<file path="config.mk">
export PLATFORM = sky130hd
export DESIGN_NAME = grp_irq_ctrl
export DESIGN_NICKNAME = d
export VERILOG_FILES = /design/src/rtl/grp_irq_pkg.sv /design/src/rtl/irq_sync.sv /design/src/rtl/irq_group.sv /design/src/rtl/irq_out_fsm.sv /design/src/rtl/grp_irq_ctrl.sv
export SDC_FILE = /design/constraint.sdc
export NUM_CORES = 1
export LEC_CHECK = 0
export BUFFER_PORTS_ARGS = -buffer_cell sky130_fd_sc_hd__buf_2
export CAP_MARGIN = 20
export CORE_MARGIN = 10
export CORE_UTILIZATION = 30
export CTS_CLUSTER_SIZE = 8
export DETAILED_ROUTE_END_ITERATION = 16
export PLACE_DENSITY_LB_ADDON = 0.12
export SLEW_MARGIN = 20
export SYNTH_ARGS = -nofsm -noshare
export SYNTH_HDL_FRONTEND = slang
export SYNTH_SLANG_ARGS = --single-unit
</file>
<file path="constraint.sdc">
create_clock -name clk -period 2.7 [get_ports clk]
set_input_delay 0.27 -clock clk [delete_from_list [all_inputs] [get_ports clk]]
set_output_delay 0.27 -clock clk [all_outputs]
set_load 0.005 [all_outputs]
</file>
<file path="src/rtl/grp_irq_pkg.sv">
package grp_irq_pkg;
    localparam int OFF_SUM   = 0;
    localparam int OFF_GATE  = 1;
    localparam int OFF_SLOTS = 2;
    localparam int OFF_SLOTE = 3;
    localparam int OFF_EXTS  = 4;
    localparam int OFF_EXTE  = 5;
    localparam int OFF_DIRE  = 6;

    typedef enum logic [1:0] {
        ST_IDLE = 2'd0,
        ST_FIRE = 2'd1,
        ST_GAP  = 2'd2
    } out_state_e;
endpackage

</file>
<file path="src/rtl/irq_sync.sv">
module irq_sync #(
    parameter int W      = 4,
    parameter int STAGES = 2
) (
    input  logic         clk,
    input  logic         rst_n,
    input  logic [W-1:0] din,
    output logic [W-1:0] lvl,
    output logic [W-1:0] rise
);
    logic [W-1:0] pipe [STAGES];
    logic [W-1:0] prev;

    for (genvar s = 0; s < STAGES; s++) begin : g_stage
        if (s == 0) begin : g_first
            always_ff @(posedge clk) begin
                if (!rst_n) pipe[0] <= '0;
                else        pipe[0] <= din;
            end
        end else begin : g_next
            always_ff @(posedge clk) begin
                if (!rst_n) pipe[s] <= '0;
                else        pipe[s] <= pipe[s-1];
            end
        end
    end

    always_ff @(posedge clk) begin
        if (!rst_n) prev <= '0;
        else        prev <= pipe[STAGES-1];
    end

    assign lvl  = pipe[STAGES-1];
    assign rise = pipe[STAGES-1] & ~prev;
endmodule

</file>
<file path="src/rtl/irq_group.sv">
module irq_group #(
    parameter int W  = 4,
    parameter int DW = 16
) (
    input  logic          clk,
    input  logic          rst_n,
    input  logic [W-1:0]  rise,
    input  logic          we_stat,
    input  logic          we_en,
    input  logic [DW-1:0] wdata,
    output logic [W-1:0]  stat,
    output logic [W-1:0]  sen,
    output logic [W-1:0]  ien,
    output logic          sum_bit
);
    localparam int IEN_LSB = DW / 2;

    logic [W-1:0] clr;

    assign clr = we_stat ? wdata[W-1:0] : '0;

    always_ff @(posedge clk) begin
        if (!rst_n) begin
            stat <= '0;
            sen  <= '0;
            ien  <= '0;
        end else begin
            // set has priority over a same-cycle acknowledge
            stat <= (stat & ~clr) | (rise & sen);
            if (we_en) begin
                sen <= wdata[W-1:0];
                ien <= wdata[IEN_LSB +: W];
            end
        end
    end

    assign sum_bit = |(stat & ien);
endmodule

</file>
<file path="src/rtl/irq_out_fsm.sv">
module irq_out_fsm
    import grp_irq_pkg::*;
(
    input  logic       clk,
    input  logic       rst_n,
    input  logic       gate,
    input  logic       pending,
    input  logic       rearm,
    output out_state_e state,
    output logic       irq
);
    out_state_e nxt;

    always_ff @(posedge clk) begin
        if (!rst_n) state <= ST_IDLE;
        else        state <= nxt;
    end

    always_comb begin
        nxt = state;
        unique case (state)
            ST_IDLE: if (gate && pending) nxt = ST_FIRE;
            ST_FIRE: begin
                if (!gate || !pending) nxt = ST_IDLE;
                else if (rearm)        nxt = ST_GAP;
            end
            ST_GAP:  nxt = (gate && pending) ? ST_FIRE : ST_IDLE;
            default: nxt = ST_IDLE;
        endcase
    end

    always_comb begin
        irq = (state == ST_FIRE);
    end
endmodule

</file>
<file path="src/rtl/grp_irq_ctrl.sv">
module grp_irq_ctrl
    import grp_irq_pkg::*;
#(
    parameter int SLOT_N      = 4,
    parameter int EXT_N       = 6,
    parameter int DIR_N       = 6,
    parameter int NOEN_N      = 3,
    parameter int AW          = 3,
    parameter int DW          = 16,
    parameter int SYNC_STAGES = 2
) (
    input  logic              clk,
    input  logic              rst_n,
    input  logic              reg_we,
    input  logic [AW-1:0]     reg_addr,
    input  logic [DW-1:0]     reg_wdata,
    output logic [DW-1:0]     reg_rdata,
    input  logic [SLOT_N-1:0] slot_in,
    input  logic [EXT_N-1:0]  ext_in,
    input  logic [DIR_N-1:0]  dir_in,
    output logic              cpu_irq
);
    localparam int IE_N    = DIR_N - NOEN_N;
    localparam int SUM_N   = 2 + DIR_N;
    localparam int IEN_LSB = DW / 2;

    logic [SLOT_N-1:0] slot_rise, slot_lvl, slot_stat, slot_sen, slot_ien;
    logic [EXT_N-1:0]  ext_rise, ext_lvl, ext_stat, ext_sen, ext_ien;
    logic [DIR_N-1:0]  dir_lvl, dir_rise;
    logic [IE_N-1:0]   dir_ie;
    logic              gate_q, slot_sum, ext_sum, pending, rearm;
    logic [SUM_N-1:0]  summary;
    out_state_e        state;

    function automatic logic hit(input logic [AW-1:0] a, input int off);
        return reg_we && (a == AW'(off));
    endfunction

    irq_sync #(.W(SLOT_N), .STAGES(SYNC_STAGES)) u_sync_slot (
        .clk(clk), .rst_n(rst_n), .din(slot_in), .lvl(slot_lvl), .rise(slot_rise));
    irq_sync #(.W(EXT_N), .STAGES(SYNC_STAGES)) u_sync_ext (
        .clk(clk), .rst_n(rst_n), .din(ext_in), .lvl(ext_lvl), .rise(ext_rise));
    irq_sync #(.W(DIR_N), .STAGES(SYNC_STAGES)) u_sync_dir (
        .clk(clk), .rst_n(rst_n), .din(dir_in), .lvl(dir_lvl), .rise(dir_rise));

    irq_group #(.W(SLOT_N), .DW(DW)) u_slot (
        .clk(clk), .rst_n(rst_n), .rise(slot_rise),
        .we_stat(hit(reg_addr, OFF_SLOTS)), .we_en(hit(reg_addr, OFF_SLOTE)),
        .wdata(reg_wdata), .stat(slot_stat), .sen(slot_sen), .ien(slot_ien),
        .sum_bit(slot_sum));

    irq_group #(.W(EXT_N), .DW(DW)) u_ext (
        .clk(clk), .rst_n(rst_n), .rise(ext_rise),
        .we_stat(hit(reg_addr, OFF_EXTS)), .we_en(hit(reg_addr, OFF_EXTE)),
        .wdata(reg_wdata), .stat(ext_stat), .sen(ext_sen), .ien(ext_ien),
        .sum_bit(ext_sum));

    always_ff @(posedge clk) begin
        if (!rst_n) begin
            gate_q <= 1'b0;
            dir_ie <= '0;
        end else begin
            if (hit(reg_addr, OFF_GATE)) gate_q <= reg_wdata[0];
            if (hit(reg_addr, OFF_DIRE)) dir_ie <= reg_wdata[IE_N-1:0];
        end
    end

    assign summary = {dir_lvl & {dir_ie, {NOEN_N{1'b1}}}, ext_sum, slot_sum};
    assign pending = |summary;
    assign rearm   = hit(reg_addr, OFF_GATE) && reg_wdata[0] && gate_q;

    irq_out_fsm u_fsm (
        .clk(clk), .rst_n(rst_n), .gate(gate_q), .pending(pending),
        .rearm(rearm), .state(state), .irq(cpu_irq));

    always_comb begin
        reg_rdata = '0;
        case (reg_addr)
            AW'(OFF_SUM):   reg_rdata = DW'(summary);
            AW'(OFF_GATE):  reg_rdata = DW'(gate_q);
            AW'(OFF_SLOTS): reg_rdata = DW'(slot_stat);
            AW'(OFF_SLOTE): reg_rdata = DW'(slot_sen) | (DW'(slot_ien) << IEN_LSB);
            AW'(OFF_EXTS):  reg_rdata = DW'(ext_stat);
            AW'(OFF_EXTE):  reg_rdata = DW'(ext_sen) | (DW'(ext_ien) << IEN_LSB);
            AW'(OFF_DIRE):  reg_rdata = DW'(dir_ie);
            default:        reg_rdata = '0;
        endcase
    end
endmodule

</file>
==> impl_metrics.toml <==
[run_status]
status = "finished clean"

[global_routing]
grt_pass1_vias = 2289
grt_pass1_wl_microns = 12400
antenna_found_initial = 0
grt_usage_pct = 10.8
grt_max_degree = 46
grt_overflow_total = 0

[yosys]
synth_warnings = 0
synth_ff_type = "dfxtp_1"
post_synth_inst_count = 326
synth_edf_count = 0
synth-seq-cells = 78
postSynthAreaPerCell_sq_um = 9.37
ys_seq_area_share_pct = 51.1
async_flop_share_pct = 0
synth_cell_types = 32
syn_area_sq_mm = 0.00305

[job]
cap_viol_max_count = 0

[layout]
diodes = 0
final_area_sq_mm = 0.00358
mostFrequentLayoutCells = "78 x dfxtp_1, 58 x nand2_1, 48 x buf_2"
drive_above_1_share_pct = 20.4
synthToLayoutAreaGrowth_pct = 17.3
nets = 406
final_common_cell = "dfxtp_1"
n_fill_cell = 1028

[clocking]
cts_resized = 0
clk_path_buf_depth = 2
cts_hold_buf = 0
cts_setup_buffers = 0
cts_num_sinks = 78
htreeDepth = 3
cts_buffers = 9
clkLatencyLatePin_ns = 0.35
cts_tree = "yes"
root_buffer = "clkbuf_8"
clk_pin_slew_ns = 0.09

[timing]
slew_headroom_pct = 58.9
period_minus_slack_ns = 2.13
tightest_slew_ns = 0.616
holdWs_ns = 0.119
setup_viol = 0
hold_viol = 0
skew_ns = 0.0127
fin_setup_tns_ns = 0
drv_slew = 0
fmax_mhz = 470
period_share_pct = 78.8
grt_setup_unrepaired = "false"

[floorplanning]
ioPinCount = 55
start_util_pct = 31.0
rows = 36
die_h_microns = 121
dieArea_sq_mm = 0.0146
fp.dieW_microns = 121
core_sq_mm = 0.00986

[pwr]
cellPowerDensity_mw_per_mm2 = 606
power.internal_mw = 1.60
ir_worst_vdd_mv = 0.224
seqPwrFrac_pct = 55.2
p_sw_share_pct = 26.3
p_switching_uw = 571
combPwrFrac_pct = 6.2
clockPowerShare_pct = 38.6
cellLeakagePower_nw = 1.38
total_power_mw = 2.17

[route]
routed_wl_microns = 7640
antenna_left = 0
vias_per_cell = 4.50
wire_per_inst_microns = 15.1
dr.pass1.iters = 4
drc_errors = 0
first_iter_violations = 145
via_count = 2276

[critical_path]
crit_path_top_delay_cell = "mux4_2"
crit_end = "reg_rdata[0]"
reg2reg_depth = 4
r2r-end = "u_fsm.state[0]"
cp.buffers_inverters = 1
r2r-start = "u_ext.stat[2]"
cp_max_fo = 3
rrSetupSlack_ns = 1.34
cp_slowest_stage_delay_ns = 0.46
cp_cell_sequence = "a22oi_2 -> nand2_1 -> mux4_2 -> mux2_2 -> buf_2"
crit_start = "u_slot.stat[2]"
worst_setup_path_start_kind = "flop"
path_class = "reg2out"
critical_path.top_delay_family = "multiplexers"
path_depth = 5
cp_data_arrival_time_ns = 1.86
worstSetupEndpointType = "output port"
required_ns = 2.43

[place]
io_buffer_count = 48
place_area_sq_mm = 0.00340
post-dp-hpwl_microns = 5300
gp_congestion = 0.762

[worst_hold_path]
hold_class = "in2reg"
-- stage by stage --
| stage | util, % | instances | setup slack, ns |
|---|---|---|---|
| 2_1_floorplan | - | 327 | 1.18 |
| 3_3_place_gp | 34.4 | 490 | 0.789 |
| 3_5_place_dp | 34.4 | 490 | 0.779 |
| 4_1_cts | 36.3 | 506 | 0.534 |
| 5_1_grt | 36.3 | 506 | 0.467 |
| 6_report | 36.3 | 506 | 0.571 |
-- power by group through the flow --
stage	Combinational, mW	Sequential (mW)	Clock (mW)
after global placement	0.136	1.23	0
after global routing	0.152	1.20	0.932
after floorplan	0.0855	1.22	0
after CTS	0.138	1.20	0.868
after detailed placement	0.137	1.23	0
final	0.135	1.20	0.838
-- worst min-delay path by stage --
stage                                      from  depth (start not counted)               endpoint
after CTS                             ext_in[4]                          2  u_sync_ext.pipe[0][4]
after global placement    u_sync_dir.pipe[0][1]                          1  u_sync_dir.pipe[1][1]
final                                 dir_in[2]                          2  u_sync_dir.pipe[0][2]
after global routing                  dir_in[2]                          2  u_sync_dir.pipe[0][2]
after detailed placement  u_sync_dir.pipe[0][0]                          1  u_sync_dir.pipe[1][0]
after floorplan                       dir_in[0]                          1  u_sync_dir.pipe[0][0]
-- area by class of cell --
cell class	instances	area, sq um	area share [%]
clock inverters	7	63.8	1.78
inverters	11	41.3	1.15
repair buffers	50	268	7.47
clock buffers	9	124	3.46
multi-input cells	218	1360	37.9
flip-flops and latches	78	1560	43.6
well taps	133	166	4.64
-- metal layers --
layer / part of all wire (%) / vias to the layer above / global-route usage (%)
li1: - / 1177 / -
met1: 50 / 1034 / 14.1
met5: 0 / - / 0
met2: 44 / 59 / 16.8
met4: 0.93 / 0 / 2.94
met3: 5.3 / 6 / 3.30
-- synth_stat cells, types with 3 or more instances --
cell type | n | area [sq um]
dfxtp_1 | 78 | 1560
nand2_1 | 58 | 218
and2_1 | 42 | 263
nor2b_1 | 21 | 131
a21boi_0 | 20 | 150
inv_1 | 11 | 41.3
a32oi_1 | 10 | 87.6
clkbuf_1 | 9 | 33.8
a22oi_1 | 8 | 60.1
buf_2 | 8 | 40.0
mux2i_1 | 8 | 80.1
nor2_1 | 7 | 26.3
a31oi_1 | 5 | 31.3
mux2_2 | 5 | 56.3
nand3_1 | 4 | 20.0
a21oi_1 | 3 | 15.0
buf_4 | 3 | 22.5
nor3b_1 | 3 | 22.5
nor4_1 | 3 | 18.8
o21ai_0 | 3 | 15.0
-- state kept, by name, summed over array words and instances, names as in the netlist --
| register | cells |
|---|---|
| u_ext.ien | 6 |
| u_sync_slot.pipe | 8 |
| u_slot.sen | 4 |
| u_ext.sen | 6 |
| u_slot.ien | 4 |
| gate_q | 1 |
| u_sync_ext.prev | 6 |
| u_fsm.state | 2 |
| dir_ie | 3 |
| u_slot.stat | 4 |
| u_sync_slot.prev | 4 |
| u_ext.stat | 6 |
| u_sync_dir.pipe | 12 |
| u_sync_ext.pipe | 12 |
-- cells by family after synthesis --
group / Yosys count / synth area share, %
simple gates: 150 / 26.2
flops: 78 / 51.1
other cells: 1 / 0.123
compound gates: 52 / 12.9
buf+inv: 31 / 4.51
mux: 14 / 5.20
No activity file was read; power rests on OpenSTA's default activity.
